<file path="src/rtl/fpp_pkg.sv">
package fpp_pkg;

    typedef enum logic [1:0] {
        MODE_RESET   = 2'd0,
        MODE_STANDBY = 2'd1,
        MODE_ACTIVE  = 2'd2,
        MODE_DPD     = 2'd3
    } mode_e;

    typedef enum logic [1:0] {
        LK_OPEN   = 2'd0,
        LK_LOCKED = 2'd1,
        LK_FROZEN = 2'd2
    } lock_e;

    typedef enum logic [1:0] {
        CMD_NONE,
        CMD_UNLOCK,
        CMD_LOCK,
        CMD_FREEZE
    } lock_cmd_e;

    typedef struct packed {
        logic rst_n;
        logic ce_n;
        logic le_n;
        logic dpd_on;
        logic dpd_en;
    } pin_bundle_t;

    // Freeze outranks lock, lock outranks unlock.
    function automatic lock_cmd_e pick_cmd(input logic lk, input logic ul, input logic fz);
        if (fz)      return CMD_FREEZE;
        else if (lk) return CMD_LOCK;
        else if (ul) return CMD_UNLOCK;
        else         return CMD_NONE;
    endfunction

    function automatic logic gates_locks(input mode_e m);
        return (m == MODE_STANDBY) || (m == MODE_ACTIVE);
    endfunction

endpackage

</file>
<file path="src/rtl/fpp_mode_fsm.sv">
module fpp_mode_fsm
    import fpp_pkg::*;
(
    input  logic        clk,
    input  logic        rst,
    input  pin_bundle_t pins,
    output mode_e       mode_q
);
    mode_e mode_d;

    always_comb begin
        mode_d = mode_q;
        if (!pins.rst_n) begin
            mode_d = MODE_RESET;
        end else if (mode_q == MODE_DPD) begin
            mode_d = pins.dpd_on ? MODE_DPD : MODE_STANDBY;
        end else if (pins.ce_n) begin
            if (mode_q == MODE_STANDBY && pins.dpd_en && pins.dpd_on)
                mode_d = MODE_DPD;
            else
                mode_d = MODE_STANDBY;
        end else begin
            mode_d = MODE_ACTIVE;
        end
    end

    always_ff @(posedge clk) begin
        if (rst) mode_q <= MODE_RESET;
        else     mode_q <= mode_d;
    end
endmodule

</file>
<file path="src/rtl/fpp_read_qual.sv">
module fpp_read_qual
    import fpp_pkg::*;
(
    input  logic        clk,
    input  logic        rst,
    input  pin_bundle_t pins,
    input  mode_e       mode_q,
    input  logic        sync_req,
    output logic        armed_q,
    output logic        sync_q
);
    logic ce_prev, le_prev, fall_seen;

    assign fall_seen = (ce_prev && !pins.ce_n) || (le_prev && !pins.le_n);

    always_ff @(posedge clk) begin
        if (rst) begin
            ce_prev <= 1'b1;
            le_prev <= 1'b1;
            armed_q <= 1'b0;
            sync_q  <= 1'b0;
        end else begin
            ce_prev <= pins.ce_n;
            le_prev <= pins.le_n;
            if (!pins.rst_n) begin
                armed_q <= 1'b0;
                sync_q  <= 1'b0;
            end else begin
                if (fall_seen) armed_q <= 1'b1;
                if (sync_req && mode_q == MODE_ACTIVE) sync_q <= 1'b1;
            end
        end
    end
endmodule

</file>
<file path="src/rtl/fpp_op_track.sv">
module fpp_op_track
    import fpp_pkg::*;
(
    input  logic  clk,
    input  logic  rst,
    input  logic  rst_pin_n,
    input  mode_e mode_q,
    input  logic  vpp_ok,
    input  logic  op_start,
    input  logic  op_done,
    output logic  busy_q
);
    always_ff @(posedge clk) begin
        if (rst || !rst_pin_n) begin
            busy_q <= 1'b0;
        end else if (busy_q) begin
            if (op_done) busy_q <= 1'b0;
        end else if (op_start && vpp_ok && mode_q == MODE_ACTIVE) begin
            busy_q <= 1'b1;
        end
    end
endmodule

</file>
<file path="src/rtl/fpp_lock_array.sv">
module fpp_lock_array
    import fpp_pkg::*;
#(
    parameter int NBLK = 8,
    localparam int IW  = (NBLK > 1) ? $clog2(NBLK) : 1
) (
    input  logic              clk,
    input  logic              rst,
    input  logic              rst_pin_n,
    input  logic              accept,
    input  lock_cmd_e         cmd,
    input  logic [IW-1:0]     idx,
    input  logic              wp_n,
    output logic [2*NBLK-1:0] state_vec
);
    for (genvar b = 0; b < NBLK; b++) begin : g_blk
        lock_e st;
        logic  hit, frozen_hold;

        assign hit         = accept && (idx == IW'(b));
        assign frozen_hold = (st == LK_FROZEN) && !wp_n;

        always_ff @(posedge clk) begin
            if (rst || !rst_pin_n) begin
                st <= LK_LOCKED;
            end else if (hit) begin
                case (cmd)
                    CMD_FREEZE: st <= LK_FROZEN;
                    CMD_LOCK:   if (!frozen_hold) st <= LK_LOCKED;
                    CMD_UNLOCK: if (!frozen_hold) st <= LK_OPEN;
                    default:    st <= st;
                endcase
            end
        end

        assign state_vec[2*b +: 2] = st;
    end
endmodule

</file>
<file path="src/rtl/flash_pwr_prot_ctrl.sv">
module flash_pwr_prot_ctrl
    import fpp_pkg::*;
#(
    parameter int NBLK = 8,
    localparam int IW  = (NBLK > 1) ? $clog2(NBLK) : 1
) (
    input  logic              clk,
    input  logic              rst,
    input  logic              rst_pin_n,
    input  logic              ce_n,
    input  logic              le_n,
    input  logic              wp_n,
    input  logic              dpd_pin,
    input  logic              cfg_dpd_en,
    input  logic              cfg_dpd_pol,
    input  logic              vpp_ok,
    input  logic              op_start,
    input  logic              op_done,
    input  logic              sync_req,
    input  logic              lock_req,
    input  logic              unlock_req,
    input  logic              lockdown_req,
    input  logic [IW-1:0]     blk_idx,
    output logic [1:0]        mode,
    output logic              data_valid,
    output logic              op_busy,
    output logic              read_sync,
    output logic [2*NBLK-1:0] lock_state
);
    pin_bundle_t pins;
    mode_e       mode_q;
    logic        armed_q;
    lock_cmd_e   cmd;
    logic        lk_accept;

    assign pins.rst_n  = rst_pin_n;
    assign pins.ce_n   = ce_n;
    assign pins.le_n   = le_n;
    assign pins.dpd_on = (dpd_pin == cfg_dpd_pol);
    assign pins.dpd_en = cfg_dpd_en;

    assign cmd       = pick_cmd(lock_req, unlock_req, lockdown_req);
    assign lk_accept = rst_pin_n && gates_locks(mode_q) && (cmd != CMD_NONE);

    fpp_mode_fsm u_mode (
        .clk(clk), .rst(rst), .pins(pins), .mode_q(mode_q)
    );

    fpp_read_qual u_rdq (
        .clk(clk), .rst(rst), .pins(pins), .mode_q(mode_q),
        .sync_req(sync_req), .armed_q(armed_q), .sync_q(read_sync)
    );

    fpp_op_track u_op (
        .clk(clk), .rst(rst), .rst_pin_n(rst_pin_n), .mode_q(mode_q),
        .vpp_ok(vpp_ok), .op_start(op_start), .op_done(op_done), .busy_q(op_busy)
    );

    fpp_lock_array #(.NBLK(NBLK)) u_lk (
        .clk(clk), .rst(rst), .rst_pin_n(rst_pin_n), .accept(lk_accept),
        .cmd(cmd), .idx(blk_idx), .wp_n(wp_n), .state_vec(lock_state)
    );

    assign mode       = mode_q;
    assign data_valid = armed_q && (mode_q == MODE_ACTIVE);
endmodule

</file>
<file path="config.mk">
export PLATFORM = sky130hd
export DESIGN_NAME = flash_pwr_prot_ctrl
export DESIGN_NICKNAME = d
export VERILOG_FILES = /design/src/rtl/fpp_pkg.sv /design/src/rtl/fpp_mode_fsm.sv /design/src/rtl/fpp_read_qual.sv /design/src/rtl/fpp_op_track.sv /design/src/rtl/fpp_lock_array.sv /design/src/rtl/flash_pwr_prot_ctrl.sv
export SDC_FILE = /design/constraint.sdc
export NUM_CORES = 1
export LEC_CHECK = 0
export BUFFER_PORTS_ARGS = -buffer_cell sky130_fd_sc_hd__buf_2
export CAP_MARGIN = 15
export CORE_MARGIN = 8
export CORE_UTILIZATION = 37
export DETAILED_ROUTE_END_ITERATION = 8
export GPL_TIMING_DRIVEN = 0
export PLACE_DENSITY = 0.75
export SLEW_MARGIN = 5
export SYNTH_ARGS = -nofsm -noshare
export SYNTH_HDL_FRONTEND = slang
export SYNTH_SLANG_ARGS = --single-unit
</file>
<file path="constraint.sdc">
create_clock -name clk -period 1.66 [get_ports clk]
set_clock_uncertainty 0.15 [all_clocks]
set_input_delay 0.083 -clock clk [delete_from_list [all_inputs] [get_ports clk]]
set_output_delay 0.083 -clock clk [all_outputs]
set_load 0.005 [all_outputs]
</file>
# Word-level counts from Yosys, hierarchy flattened

Index checks and enable logic that the tools add are counted.

Multiply operators: 0
Shift-type cells: 0
Divide/modulo/power cells: 0
Eq/ne operators: 38
Reductions and logical operators: 45
$lt $le $gt $ge: 0
Muxes and demuxes: 34
$add $sub $neg: 0
Bitwise gates (word level): 1

Operators with widths:

| kind               | count |
|---|---|
| $pmux 2 s3         | 8 |
| $mux 2             | 22 |
| $ne 2x2->1 const B | 16 |
| $reduce_and 4->1   | 8 |
| $logic_and 1x1->1  | 26 |
| $eq 2x2->1 const B | 12 |
| $eq 3x3->1 const B | 4 |
| $eq 3x2->1 const B | 2 |
| $eq 2x1->1 const B | 2 |
| $logic_not 1->1    | 4 |
| $mux 1             | 4 |
| $eq 3x1->1 const B | 1 |
| $logic_not 3->1    | 1 |
| $logic_or 1x1->1   | 3 |
| $reduce_bool 3->1  | 1 |
| $reduce_bool 2->1  | 1 |
| $reduce_or 2->1    | 1 |
| $eq 1x1->1         | 1 |
| $not 1->1          | 1 |

Input port bits: 19
Flip-flop bits (word level): 23
Memories: 0
Bits in read-only memories: 0
Latch bits: 0
Memory bits (writable): 0

# Longest topological paths before layout

Depth after elaboration: 7
Mapped depth: 8
Mapped depth without buffers: 7

# Modules after synthesis

Synthesis repeated with hierarchy kept, for this count alone.

Cell total of the unflattened synthesis: 128
Area total of the unflattened synthesis: 1,243.7 µm²

Modules (own cells, without submodules):

| module              | area each (µm²) | cells an instance | times used |
|---|---|---|---|
| fpp_lock_array      | 902.1           | 93                | 1 |
| fpp_read_qual       | 137.6           | 14                | 1 |
| fpp_mode_fsm        | 72.6            | 7                 | 1 |
| flash_pwr_prot_ctrl | 71.3            | 9                 | 1 |
| fpp_op_track        | 60.1            | 5                 | 1 |

# Least setup slack after synthesis

No wires, ideal clock.

Path kind: reg2reg
From: reg u_mode.mode_q[0]
To: reg u_lk.g_blk[6].st[0]
Buffers on the path: 1
Data required time: 1.451 ns
Cell stages (with the launch flop): 7
Data arrival time: 1.558 ns
Slack: -0.108 ns
Path through: dfxtp_1 > inv_1 > ha_1 > or3b_1 > buf_6 > a211oi_2 > o32a_1

Cells in the longest elaborated chain, start to end: 6
Elaborated cells between the ends (all ways): 7
Classes of those cells: eq/ne (2); reduce/logical (5)

RTL lines:

| what                                            | line                      | RTL |
|---|---|---|
| start: declaration                              | fpp_mode_fsm.sv:7         | `output mode_e mode_q` |
| start signal: assignment                        | fpp_mode_fsm.sv:29        | `else mode_q <= mode_d;` |
| $eq 2x1->1 / $eq 2x2->1 (equally long branches) | fpp_pkg.sv:40             | `return (m == MODE_STANDBY) \|\| (m == MODE_ACTIVE);` |
| $logic_or 1x1->1 *                              | fpp_pkg.sv:40             |  |
| $logic_and 1x1->1 * (2 in series)               | flash_pwr_prot_ctrl.sv:43 | `assign lk_accept = rst_pin_n && gates_locks(mode_q) && (cmd != CMD_NONE);` |
| $logic_and 1x1->1 *                             | fpp_lock_array.sv:20      | `assign hit = accept && (idx == IW'(b));` |
| $reduce_and 4->1 (no line) *                    | --                        |  |
| end signal: assignment                          | fpp_lock_array.sv:31      | `default: st <= st;` |
| end: declaration                                | fpp_lock_array.sv:17      | `lock_e st;` |

Every way passes the cells marked *; elsewhere a longest branch is shown, timed or not.
A chain may end at the register's enable or synchronous reset.

# Worst setup path after layout

From: reg u_mode.mode_q[1]
To: reg u_lk.g_blk[4].st[0]

Cells in the longest elaborated chain, start to end: 6
Elaborated cells between the ends (all ways): 7
Classes of those cells: eq/ne (2); reduce/logical (5)

RTL lines:

| what                                            | line |
|---|---|
| $eq 2x1->1 / $eq 2x2->1 (equally long branches) | fpp_pkg.sv:40 |
| $logic_or 1x1->1 *                              | fpp_pkg.sv:40 |
| $logic_and 1x1->1 * (2 in series)               | flash_pwr_prot_ctrl.sv:43 |
| $logic_and 1x1->1 *                             | fpp_lock_array.sv:20 |
| $reduce_and 4->1 (no line) *                    | -- |
| end signal: assignment                          | fpp_lock_array.sv:31 |
| end: declaration                                | fpp_lock_array.sv:17 |

Marked as above.

==> metrics <==
status=finished clean; chip height=73.6 µm; share of post-route cells with drive strength above 1=0.371; Reg2Reg Setup Slack=4 ps; aggregate global routing overflow=0; most frequent cell after synthesis=dfxtp_1; post-synthesis mux area share=0.00917; Mean Syn Cell Area=9.59 µm²; critical path capture point type=flop; clock slew at reported path FFs=120 ps; Port Buffer Count=39; FF-to-FF Start=u_mode.mode_q[1]; iteration count of the initial detailed-routing pass=4; Starting Density=0.377; largest net degree at the start of global routing=13; Startpoint Class=flop; Final Util=0.517; CTS tree=built; xor/xnor cell area share of the yosys netlist=0.00714; vias in the first global route=1259; top cell types by occurrence after synthesis=dfxtp_1, nor2_1, a32o_1, o32a_1, inv_1; Inserted Clock Buffers=3; Net Sw Frac=0.261; final wirelength=3410 µm; ys async rst share=0; largest family of logic cells by synthesized area=compound AO/OA/AOI/OAI gates; Die Width=73.6 µm; Period minus WS final=1660 ps; Slew @ Worst Pin=661 ps; non-filler cells in the finished layout=232; initial antenna violation count=0; synthesized netlist net count=153; H-tree depth=1; antenna fix cells=0; All-Layer GR Usage=0.134; Tightest Hold Check Type=input port to flop; adder-cell share of the synthesized area=0.0612; post-DR vias/cell=5.15; post-synth top area share=0.375; DRT iter0 DRCs=27; post-synthesis sequential area ratio=0.375; setup TNS=0 ps; Crit path required time=1770 ps; post-synth cell types=36; Post-Synth Simple-Gate Area=0.200; number of flops mapped to enable cells by yosys=0; Total Power=1.01 mW; Synth Instances=128; Slew HR=0.558; crit path max-delay cell type=or3b_4; area leader, netlist=dfxtp_1; ANT nets after route=0; Switching Power=0.262 mW; global-route wire length before repair=5820 µm; worst setup path class=flop to flop; Clock power frac=0.252; core area=3260 µm²; Final Cycle Share=0.998; compound-cell area share of the yosys netlist=0.288; HPWL Detailed=2300 µm; # fillers=323; worst setup path startpoint=u_mode.mode_q[1]; CTS max path bufs=2; routed len/inst=14.7 µm; CP Max Fanout=8; # setup viols final=0; GP Congestion=0.795; R2R cell count=5; Max Cap Violations=0; Gate power share=0.185; P_int=0.743 mW; DP Cell Count=213; worst r2r dst=u_lk.g_blk[4].st[0]; site row count=21; final net count=212; synth top area cells=dfxtp_1, a32o_1, o32a_1, ha_1, nor2_1; register bit total from synthesis=23; unrepaired setup endpoints after global routing=true; hold path cells=4; critical path's largest stage delay=380 ps; CTS sink count=23; Main synth FF type=dfxtp_1; via count=1195; CP endpoint=u_lk.g_blk[4].st[0]; Arr. time, crit path=1770 ps; Top Ports=40; Syn. warnings=0; Final Max Slew Viols=0; Synth Cell Area=1230 µm²; Pwr Density=597 nW/µm²; cell chain of the critical path=ha_4 -> or3b_4 -> buf_6 -> a211oi_2 -> o32a_1; root buf cell=clkbuf_4; synth-to-layout area growth=37.1%; DRC Markers=0; clk_lat worst skew=300 ps; die area=5420 µm²; peak supply drop=0.471 mV; Max Fclk=604 MHz; Leak Pwr=0.688 nW; Hold Vio Cnt, Final=0; Seq pwr share=0.562
==> sequential cells by signal, indices dropped and copies added (netlist names) <==
register	flops
u_lk.g_blk.st	16
u_mode.mode_q	2
u_op.busy_q	1
u_rdq.armed_q	1
u_rdq.ce_prev	1
u_rdq.le_prev	1
u_rdq.sync_q	1
==> through the flow <==
step	instance area, µm²	worst slack [ps]	hold slack (ps)
floorplan	1240	9.48	36.8
global placement	1490	-209	140
detailed placement	1490	-227	137
CTS	1670	-23.8	44.8
global route	1680	-62.3	76.2
finish	1680	3.76	66.4
==> cell families (layout without fill, tap and decap cells) <==
group | count (synthesis) | after routing
AND/OR/NAND/NOR | 43 | 43
multiplexers | 1 | 1
AO/OA/AOI/OAI | 39 | 39
adder cells (fa/ha/maj) | 6 | 6
flip-flops | 23 | 23
buffers and inverters | 15 | 73
XOR/XNOR | 1 | 1
==> cell type report <==
type	count	area, µm²	share of cell area
repair buffers	54	335	0.199
plain buffers	8	55.1	0.0327
flip-flops and latches	23	463	0.275
inverters	7	26.3	0.0156
well taps	46	57.6	0.0342
multi-input cells	90	719	0.428
clock buffers	4	26.3	0.0156
==> power by group through the flow <==
stage	combinational (mW)	sequential [mW]	clock (mW)
after CTS	0.178	0.565	0.268
after detailed placement	0.150	0.578	0
final	0.186	0.565	0.254
after global placement	0.147	0.577	0
after floorplan	0.0950	0.577	0
after global routing	0.207	0.567	0.295
==> repair_timing <==
action | 4_1_cts | 5_1_grt
hold buffers | 11 | 0
setup buffers | 4 | 0
hold endpoints to repair | 7 | 0
pin swaps | 4 | 8
resized for setup | 4 | 3
cloned | 0 | 0
setup endpoints to repair | 16 | 14
==> worst min-delay path by stage <==
stage / from / slack [ps] / endpoint
6_report: blk_idx[0] / 70 / u_lk.g_blk[0].st[0]
5_1_grt: blk_idx[0] / 80 / u_lk.g_blk[0].st[0]
3_3_place_gp: le_n / 140 / u_rdq.le_prev
2_1_floorplan: rst / 40 / u_rdq.ce_prev
3_5_place_dp: le_n / 140 / u_rdq.le_prev
4_1_cts: blk_idx[0] / 40 / u_lk.g_blk[0].st[0]
==> worst max-delay path, delay by kind of cell, from the launching register on <==
kind	cells	cell delay, ps
buf+inv	1	150
simple gates	1	380
flops	1	370
compound gates	2	310
fa+ha+maj	1	260
==> placed cells by master, fill, tap and decap left out, types with 2 or more instances in the layout <==
| cell type | Yosys | layout |
|---|---|---|
| or3b_4 | 1 | 2 |
| a211oi_1 | 4 | 4 |
| a32o_1 | 8 | 8 |
| nand3_1 | 3 | 3 |
| buf_2 | 3 | 42 |
| or2_2 | 2 | 2 |
| a21o_1 | 2 | 2 |
| a211oi_2 | 4 | 4 |
| nand2_1 | 6 | 6 |
| nand3b_1 | 2 | 2 |
| buf_4 | 1 | 5 |
| dfxtp_2 | 0 | 2 |
| inv_1 | 7 | 6 |
| o211ai_1 | 6 | 6 |
| clkbuf_1 | 2 | 3 |
| and2_1 | 2 | 2 |
| nand2b_1 | 2 | 2 |
| dlygate4sd3_1 | 0 | 11 |
| ha_1 | 6 | 5 |
| dfxtp_1 | 23 | 21 |
| clkbuf_4 | 0 | 3 |
| and3b_1 | 2 | 2 |
| o32a_1 | 8 | 8 |
| nor2_1 | 16 | 16 |
==> metal layers <==
metal / GRT usage / up-vias / share of wire / routed length [µm]
met3: 0.0477 / 2 / 0.080 / 274
li1: - / 599 / - / -
met5: 0 / - / 0 / 0
met4: 0.0133 / 0 / 0.0032 / 11
met2: 0.225 / 39 / 0.47 / 1610
met1: 0.165 / 555 / 0.44 / 1520
(Power assumes the default switching activity.)
